==> src/rtl/wake_seq_pkg.sv <==
package wake_seq_pkg;
  localparam int unsigned N_PH  = 4;
  localparam int unsigned PW    = $clog2(N_PH);
  localparam int unsigned N_CTL = 4;

  localparam int unsigned CTL_DONE = 0;
  localparam int unsigned CTL_GOE  = 1;
  localparam int unsigned CTL_GWD  = 2;
  localparam int unsigned CTL_GSR  = 3;

  localparam logic [PW-1:0] PH_LAST = PW'(N_PH - 1);

  typedef logic [PW-1:0] ph_t;
  typedef ph_t [N_CTL-1:0] ph_set_t;

  function automatic ph_set_t dflt_set(input logic ex);
    ph_set_t s;
    s[CTL_DONE] = ex ? ph_t'(0) : PH_LAST;
    s[CTL_GOE]  = ph_t'(1);
    s[CTL_GWD]  = ph_t'(2);
    s[CTL_GSR]  = ph_t'(2);
    return s;
  endfunction

  function automatic logic set_legal(input logic ex, input ph_set_t s);
    logic ok;
    ok = 1'b1;
    if (ex) begin
      if (s[CTL_DONE] != ph_t'(0)) ok = 1'b0;
      for (int k = 0; k < N_CTL; k++)
        if (k != CTL_DONE && s[k] == PH_LAST) ok = 1'b0;
    end
    return ok;
  endfunction
endpackage

==> src/rtl/wake_seq_trig.sv <==
module wake_seq_trig (
  input  logic clk_i,
  input  logic rst_ni,
  input  logic busy_i,
  input  logic done_bit_i,
  input  logic done_pin_i,
  input  logic done_ex_i,
  output logic start_o
);
  logic armed_q;
  logic seen;

  // remember a short completion pulse until the pin gate opens
  always_ff @(posedge clk_i or negedge rst_ni) begin
    if (!rst_ni)         armed_q <= 1'b0;
    else if (done_bit_i) armed_q <= 1'b1;
  end

  assign seen    = armed_q | done_bit_i;
  assign start_o = !busy_i && seen && (!done_ex_i || done_pin_i);
endmodule

==> src/rtl/wake_seq_sel.sv <==
module wake_seq_sel
  import wake_seq_pkg::*;
(
  input  logic    clk_i,
  input  logic    rst_ni,
  input  logic    start_i,
  input  logic    done_ex_i,
  input  ph_set_t sel_i,
  output ph_set_t sel_q_o,
  output logic    ex_q_o
);
  ph_set_t sel_eff;

  always_comb begin
    sel_eff = sel_i;
    if (!set_legal(done_ex_i, sel_i)) sel_eff = dflt_set(done_ex_i);
  end

  always_ff @(posedge clk_i or negedge rst_ni) begin
    if (!rst_ni) begin
      sel_q_o <= dflt_set(1'b0);
      ex_q_o  <= 1'b0;
    end else if (start_i) begin
      sel_q_o <= sel_eff;
      ex_q_o  <= done_ex_i;
    end
  end
endmodule

==> src/rtl/wake_seq_ctr.sv <==
module wake_seq_ctr #(
  parameter int unsigned N_PH = 4,
  localparam int unsigned PW = $clog2(N_PH)
) (
  input  logic          clk_i,
  input  logic          rst_ni,
  input  logic          start_i,
  output logic          run_o,
  output logic [PW-1:0] ph_o,
  output logic          wake_o
);
  localparam logic [PW-1:0] LAST = PW'(N_PH - 1);

  always_ff @(posedge clk_i or negedge rst_ni) begin
    if (!rst_ni) begin
      run_o  <= 1'b0;
      ph_o   <= '0;
      wake_o <= 1'b0;
    end else if (!run_o) begin
      if (start_i) begin
        run_o <= 1'b1;
        ph_o  <= '0;
      end
    end else if (ph_o != LAST) begin
      ph_o <= ph_o + 1'b1;
    end else begin
      wake_o <= 1'b1;
    end
  end

  p_phase_step_r4: assert property (@(posedge clk_i) disable iff (!rst_ni)
    run_o && ph_o != LAST |=> run_o && ph_o == PW'($past(ph_o) + 1'b1));
  p_wake_time_r5: assert property (@(posedge clk_i) disable iff (!rst_ni)
    run_o && ph_o == LAST |=> wake_o);
  p_start_t0_r4: assert property (@(posedge clk_i) disable iff (!rst_ni)
    !run_o && start_i |=> run_o && ph_o == '0 && !wake_o);
endmodule

==> src/rtl/wake_seq.sv <==
module wake_seq
  import wake_seq_pkg::*;
(
  input  logic          clk_i,
  input  logic          rst_ni,
  input  logic          done_bit_i,
  input  logic          done_pin_i,
  input  logic          done_ex_i,
  input  logic          od_req_i,
  input  logic [PW-1:0] ph_done_i,
  input  logic [PW-1:0] ph_goe_i,
  input  logic [PW-1:0] ph_gwd_i,
  input  logic [PW-1:0] ph_gsr_i,
  output logic          done_rel_o,
  output logic          goe_o,
  output logic          gwd_rel_o,
  output logic          gsr_rel_o,
  output logic          done_od_o,
  output logic          wake_o
);
  ph_set_t            sel_in, sel_q;
  logic               ex_q, run, start;
  logic [PW-1:0]      ph;
  logic [N_CTL-1:0]   ctl;

  assign sel_in[CTL_DONE] = ph_done_i;
  assign sel_in[CTL_GOE]  = ph_goe_i;
  assign sel_in[CTL_GWD]  = ph_gwd_i;
  assign sel_in[CTL_GSR]  = ph_gsr_i;

  wake_seq_trig u_trig (
    .clk_i, .rst_ni, .busy_i(run), .done_bit_i, .done_pin_i, .done_ex_i,
    .start_o(start)
  );

  wake_seq_sel u_sel (
    .clk_i, .rst_ni, .start_i(start), .done_ex_i, .sel_i(sel_in),
    .sel_q_o(sel_q), .ex_q_o(ex_q)
  );

  wake_seq_ctr #(.N_PH(N_PH)) u_ctr (
    .clk_i, .rst_ni, .start_i(start), .run_o(run), .ph_o(ph), .wake_o
  );

  for (genvar k = 0; k < N_CTL; k++) begin : g_ctl
    assign ctl[k] = run && (ph >= sel_q[k]);

    p_ctl_sticky_r4: assert property (@(posedge clk_i) disable iff (!rst_ni)
      ctl[k] |=> ctl[k]);
  end

  assign done_rel_o = ctl[CTL_DONE];
  assign goe_o      = ctl[CTL_GOE];
  assign gwd_rel_o  = ctl[CTL_GWD];
  assign gsr_rel_o  = ctl[CTL_GSR];
  // gating by the sensed pin requires the pin not be actively driven
  assign done_od_o  = done_ex_i | od_req_i;

  p_idle_quiet_r1: assert property (@(posedge clk_i) disable iff (!rst_ni)
    !run |-> ctl == '0 && !wake_o);
  p_ex_gate_r3: assert property (@(posedge clk_i) disable iff (!rst_ni)
    !run && done_ex_i && !done_pin_i |=> !run);
  p_wake_all_r5: assert property (@(posedge clk_i) disable iff (!rst_ni)
    wake_o |-> &ctl);
  p_ex_legal_r7: assert property (@(posedge clk_i) disable iff (!rst_ni)
    run && ex_q |-> sel_q[CTL_DONE] == '0 && sel_q[CTL_GOE] != PH_LAST
                    && sel_q[CTL_GWD] != PH_LAST && sel_q[CTL_GSR] != PH_LAST);
endmodule

==> config.mk <==
export PLATFORM = sky130hd
export DESIGN_NAME = wake_seq
export DESIGN_NICKNAME = d
export VERILOG_FILES = /design/src/rtl/wake_seq_pkg.sv /design/src/rtl/wake_seq_trig.sv /design/src/rtl/wake_seq_sel.sv /design/src/rtl/wake_seq_ctr.sv /design/src/rtl/wake_seq.sv
export SDC_FILE = /design/constraint.sdc
export NUM_CORES = 1
export LEC_CHECK = 0
export BUFFER_PORTS_ARGS = -buffer_cell sky130_fd_sc_hd__buf_4
export CAP_MARGIN = 30
export CORE_MARGIN = 8
export CORE_UTILIZATION = 54
export DETAILED_ROUTE_END_ITERATION = 16
export PLACE_DENSITY = 0.86
export SLEW_MARGIN = 10
export SYNTH_ARGS = -nofsm -noshare
export SYNTH_HDL_FRONTEND = slang
export SYNTH_SLANG_ARGS = --single-unit
==> constraint.sdc <==
create_clock -name clk_i -period 3.46 [get_ports clk_i]
set_input_delay 0.692 -clock clk_i [delete_from_list [all_inputs] [get_ports clk_i]]
set_output_delay 0.692 -clock clk_i [all_outputs]
set_load 0.005 [all_outputs]
==> results.py <==
metrics = {
    "status": {
        "status": "finished clean",
    },
    "floorplanning": {
        "rows": 14,
        "boundaryPins": 20,
        "core_mm2": 0.001436,
        "die_x_um": 54.39,
        "chipHeight_um": 54.39,
        "initial_core_util": 0.5540,
        "design.die.area_mm2": 0.002958,
    },
    "clock_tree": {
        "clock_path_buffers": 2,
        "hold_buffers": 0,
        "cts_buffers": 3,
        "cts.sink_count": 13,
        "htreeDepth": 1,
        "cts_resized": 0,
        "clock_latency_ps": 280,
        "path_clk_slew_ps": 80,
        "cts_setup_buffers": 0,
        "cts_root_buffer": "clkbuf_4",
        "cts_tree": "done",
    },
    "layout": {
        "final_net_count": 123,
        "final_area_um2": 973.4,
        "drive_gt1_frac": 0.3333,
        "area_delta_synth_final_pct": 22.33,
        "fill_cells": 114,
        "final_common_cell": "buf_4",
        "n_antenna_cell": 0,
        "mostFrequentLayoutCells": "buf_4, inv_1, ha_1, dfrtp_1",
    },
    "placement": {
        "dpl_cell_area_um2": 947.2,
        "place.gp.congestion": 0.8508,
        "hpwl_um": 1411,
        "portBuffers": 19,
    },
    "detailed_routing": {
        "wire_per_inst_um": 15.51,
        "vias": 663,
        "drc_errors": 0,
        "vias_per_cell": 5.765,
        "drtIter0Drc": 10,
        "wl_um": 1784,
        "ant_nets": 0,
        "drt_pass1_iterations": 4,
    },
    "worst_setup_path": {
        "worstSetupEndpointType": "output port",
        "critPathMaxFanout": 4,
        "startpoint": "u_ctr.ph_o[0]",
        "worst-r2r-setup-slack_ps": 2150,
        "critPathArrivalTime_ps": 1600,
        "worstRegToRegCells": 2,
        "cp-endpoint": "goe_o",
        "cp.required_ps": 2770,
        "crit_path_start_kind": "flop",
        "r2r-end": "u_sel.sel_q_o[0]",
        "regToRegStartpoint": "u_ctr.run_o",
        "path_class": "flop to output port",
    },
    "global_routing": {
        "grt_max_degree": 14,
        "grt_pass1_wl_um": 3049,
        "grt_overflow": 0,
        "grt.total_usage": 0.1412,
        "grt_pass1_vias": 689,
        "grt_antenna_before_repair": 0,
    },
    "power_and_ir_drop": {
        "p_per_area_mw_per_mm2": 313.2,
        "ir_drop_uv": 252.7,
        "p_leak_nw": 0.4354,
    },
    "sta": {
        "final_hold_viol_count": 0,
        "fin_skew_ps": 3.005,
        "drv_slew": 0,
        "finalSetupTns_ps": 0,
        "rsz0062_at_grt": "no",
        "period_share": 0.6628,
        "fmax_mhz": 436.1,
        "slew_headroom": 0.7360,
        "min_period_ps": 2293,
        "setup_viol": 0,
        "tightest_slew_ps": 391.9,
    },
    "synth": {
        "avgSynthCellArea_um2": 10.33,
        "yosys_warnings": 0,
        "synth_area_leaders": "dfrtp_1, dfstp_2, ha_1",
        "ys_seq_area_frac": 0.4167,
        "synth_nets": 100,
        "ys_ff_latch": 13,
        "syn-cell-area_um2": 795.8,
        "yosys.area.top_type": "dfrtp_1",
        "syn_inst": 77,
        "yosysTopAreaCellShare": 0.2516,
        "yosysUniqueCellTypes": 28,
    },
    "hold_path": {
        "worstHoldPathType": "input port to async pin",
    },
    "run": {
        "maxCapViolCount": 0,
    },
}
[sequential cells by signal, indices dropped and copies added, names as in the netlist]
register and cells:
u_ctr.ph_o 2, u_ctr.run_o 1, u_ctr.wake_o 1, u_sel.sel_q_o 8, u_trig.armed_q 1
[per-layer routing]
layer	up-vias	GRT usage	wire [um]
met2	23	0.2252	825
met1	311	0.1651	819
met3	5	0.02446	91
met5	-	0	0
met4	0	0.1066	48
li1	324	-	-
[worst max-delay path: stages, from the launching register on]
cell	delay [ps]
dfrtp_1	420
inv_1	160
ha_1	260
nand2b_1	150
a21oi_1	140
nor2_1	60
buf_4	140
[per-stage QoR]
step	total power, mW	hold slack (ps)	worst slack, ps	utilization	cells
after floorplan	0.1871	396.4	1735	-	77
after global placement	0.2128	439.0	1530	0.6594	111
after detailed placement	0.2145	446.1	1467	0.6594	111
after CTS	0.3070	239.8	1156	0.6777	115
after global routing	0.3199	242.3	1072	0.6777	115
final	0.3049	242.0	1167	0.6777	115
[where the power goes]
part | total, mW | internal, mW | switching, mW | leakage [nW]
Clock | 0.0930 | 0.0447 | 0.0483 | 0.0150
Sequential | 0.164 | 0.161 | 0.00311 | 0.129
Combinational | 0.0481 | 0.0270 | 0.0211 | 0.291
[cells in the mapped netlist (all sizes together)]
cell type  instances
nor3               1
a21oi              4
mux2               1
nand2              1
nor4               3
o22ai              4
dfrtp              8
a22o               1
nor2               5
dfstp              5
nand4              3
a211o              1
and2b              1
nand4b             1
inv                9
o21a               1
nor2b              1
o311ai             1
or2b               1
clkinv             1
nand2b             5
or2                1
a2bb2oi            3
a21o               1
o21ai              4
buf                1
ha                 9
[worst min path at each step]
stage | to | startpoint | cells past startpoint | slack (ps)
floorplan | u_ctr.ph_o[0] | rst_ni | 0 | 400
global route | u_sel.sel_q_o[4] | rst_ni | 1 | 240
CTS | u_sel.sel_q_o[3] | rst_ni | 1 | 240
global placement | u_ctr.wake_o | u_ctr.wake_o | 1 | 440
finish | u_sel.sel_q_o[4] | rst_ni | 1 | 240
detailed placement | u_ctr.wake_o | u_ctr.wake_o | 1 | 450
[kinds of logic after synthesis]
kind of cell / Yosys count / synth area share
adders and majority gates: 9 / 0.1415
AOI/OAI and AO/OA: 20 / 0.1667
DFF: 13 / 0.4167
and+or+nand+nor: 23 / 0.1950
muxes: 1 / 0.01886
buffers and inverters: 11 / 0.06131
[area by class of cell]
class                      count  area [um2]  area share
multi-input combinational     53       415.4      0.4267
sequential                    13       331.6      0.3406
timing repair buffer          19       142.6      0.1465
inverter                      10       37.54     0.03856
clock buffer                   4       26.28     0.02699
tap                           16       20.02     0.02057
Power figures use the tool's default switching activity.
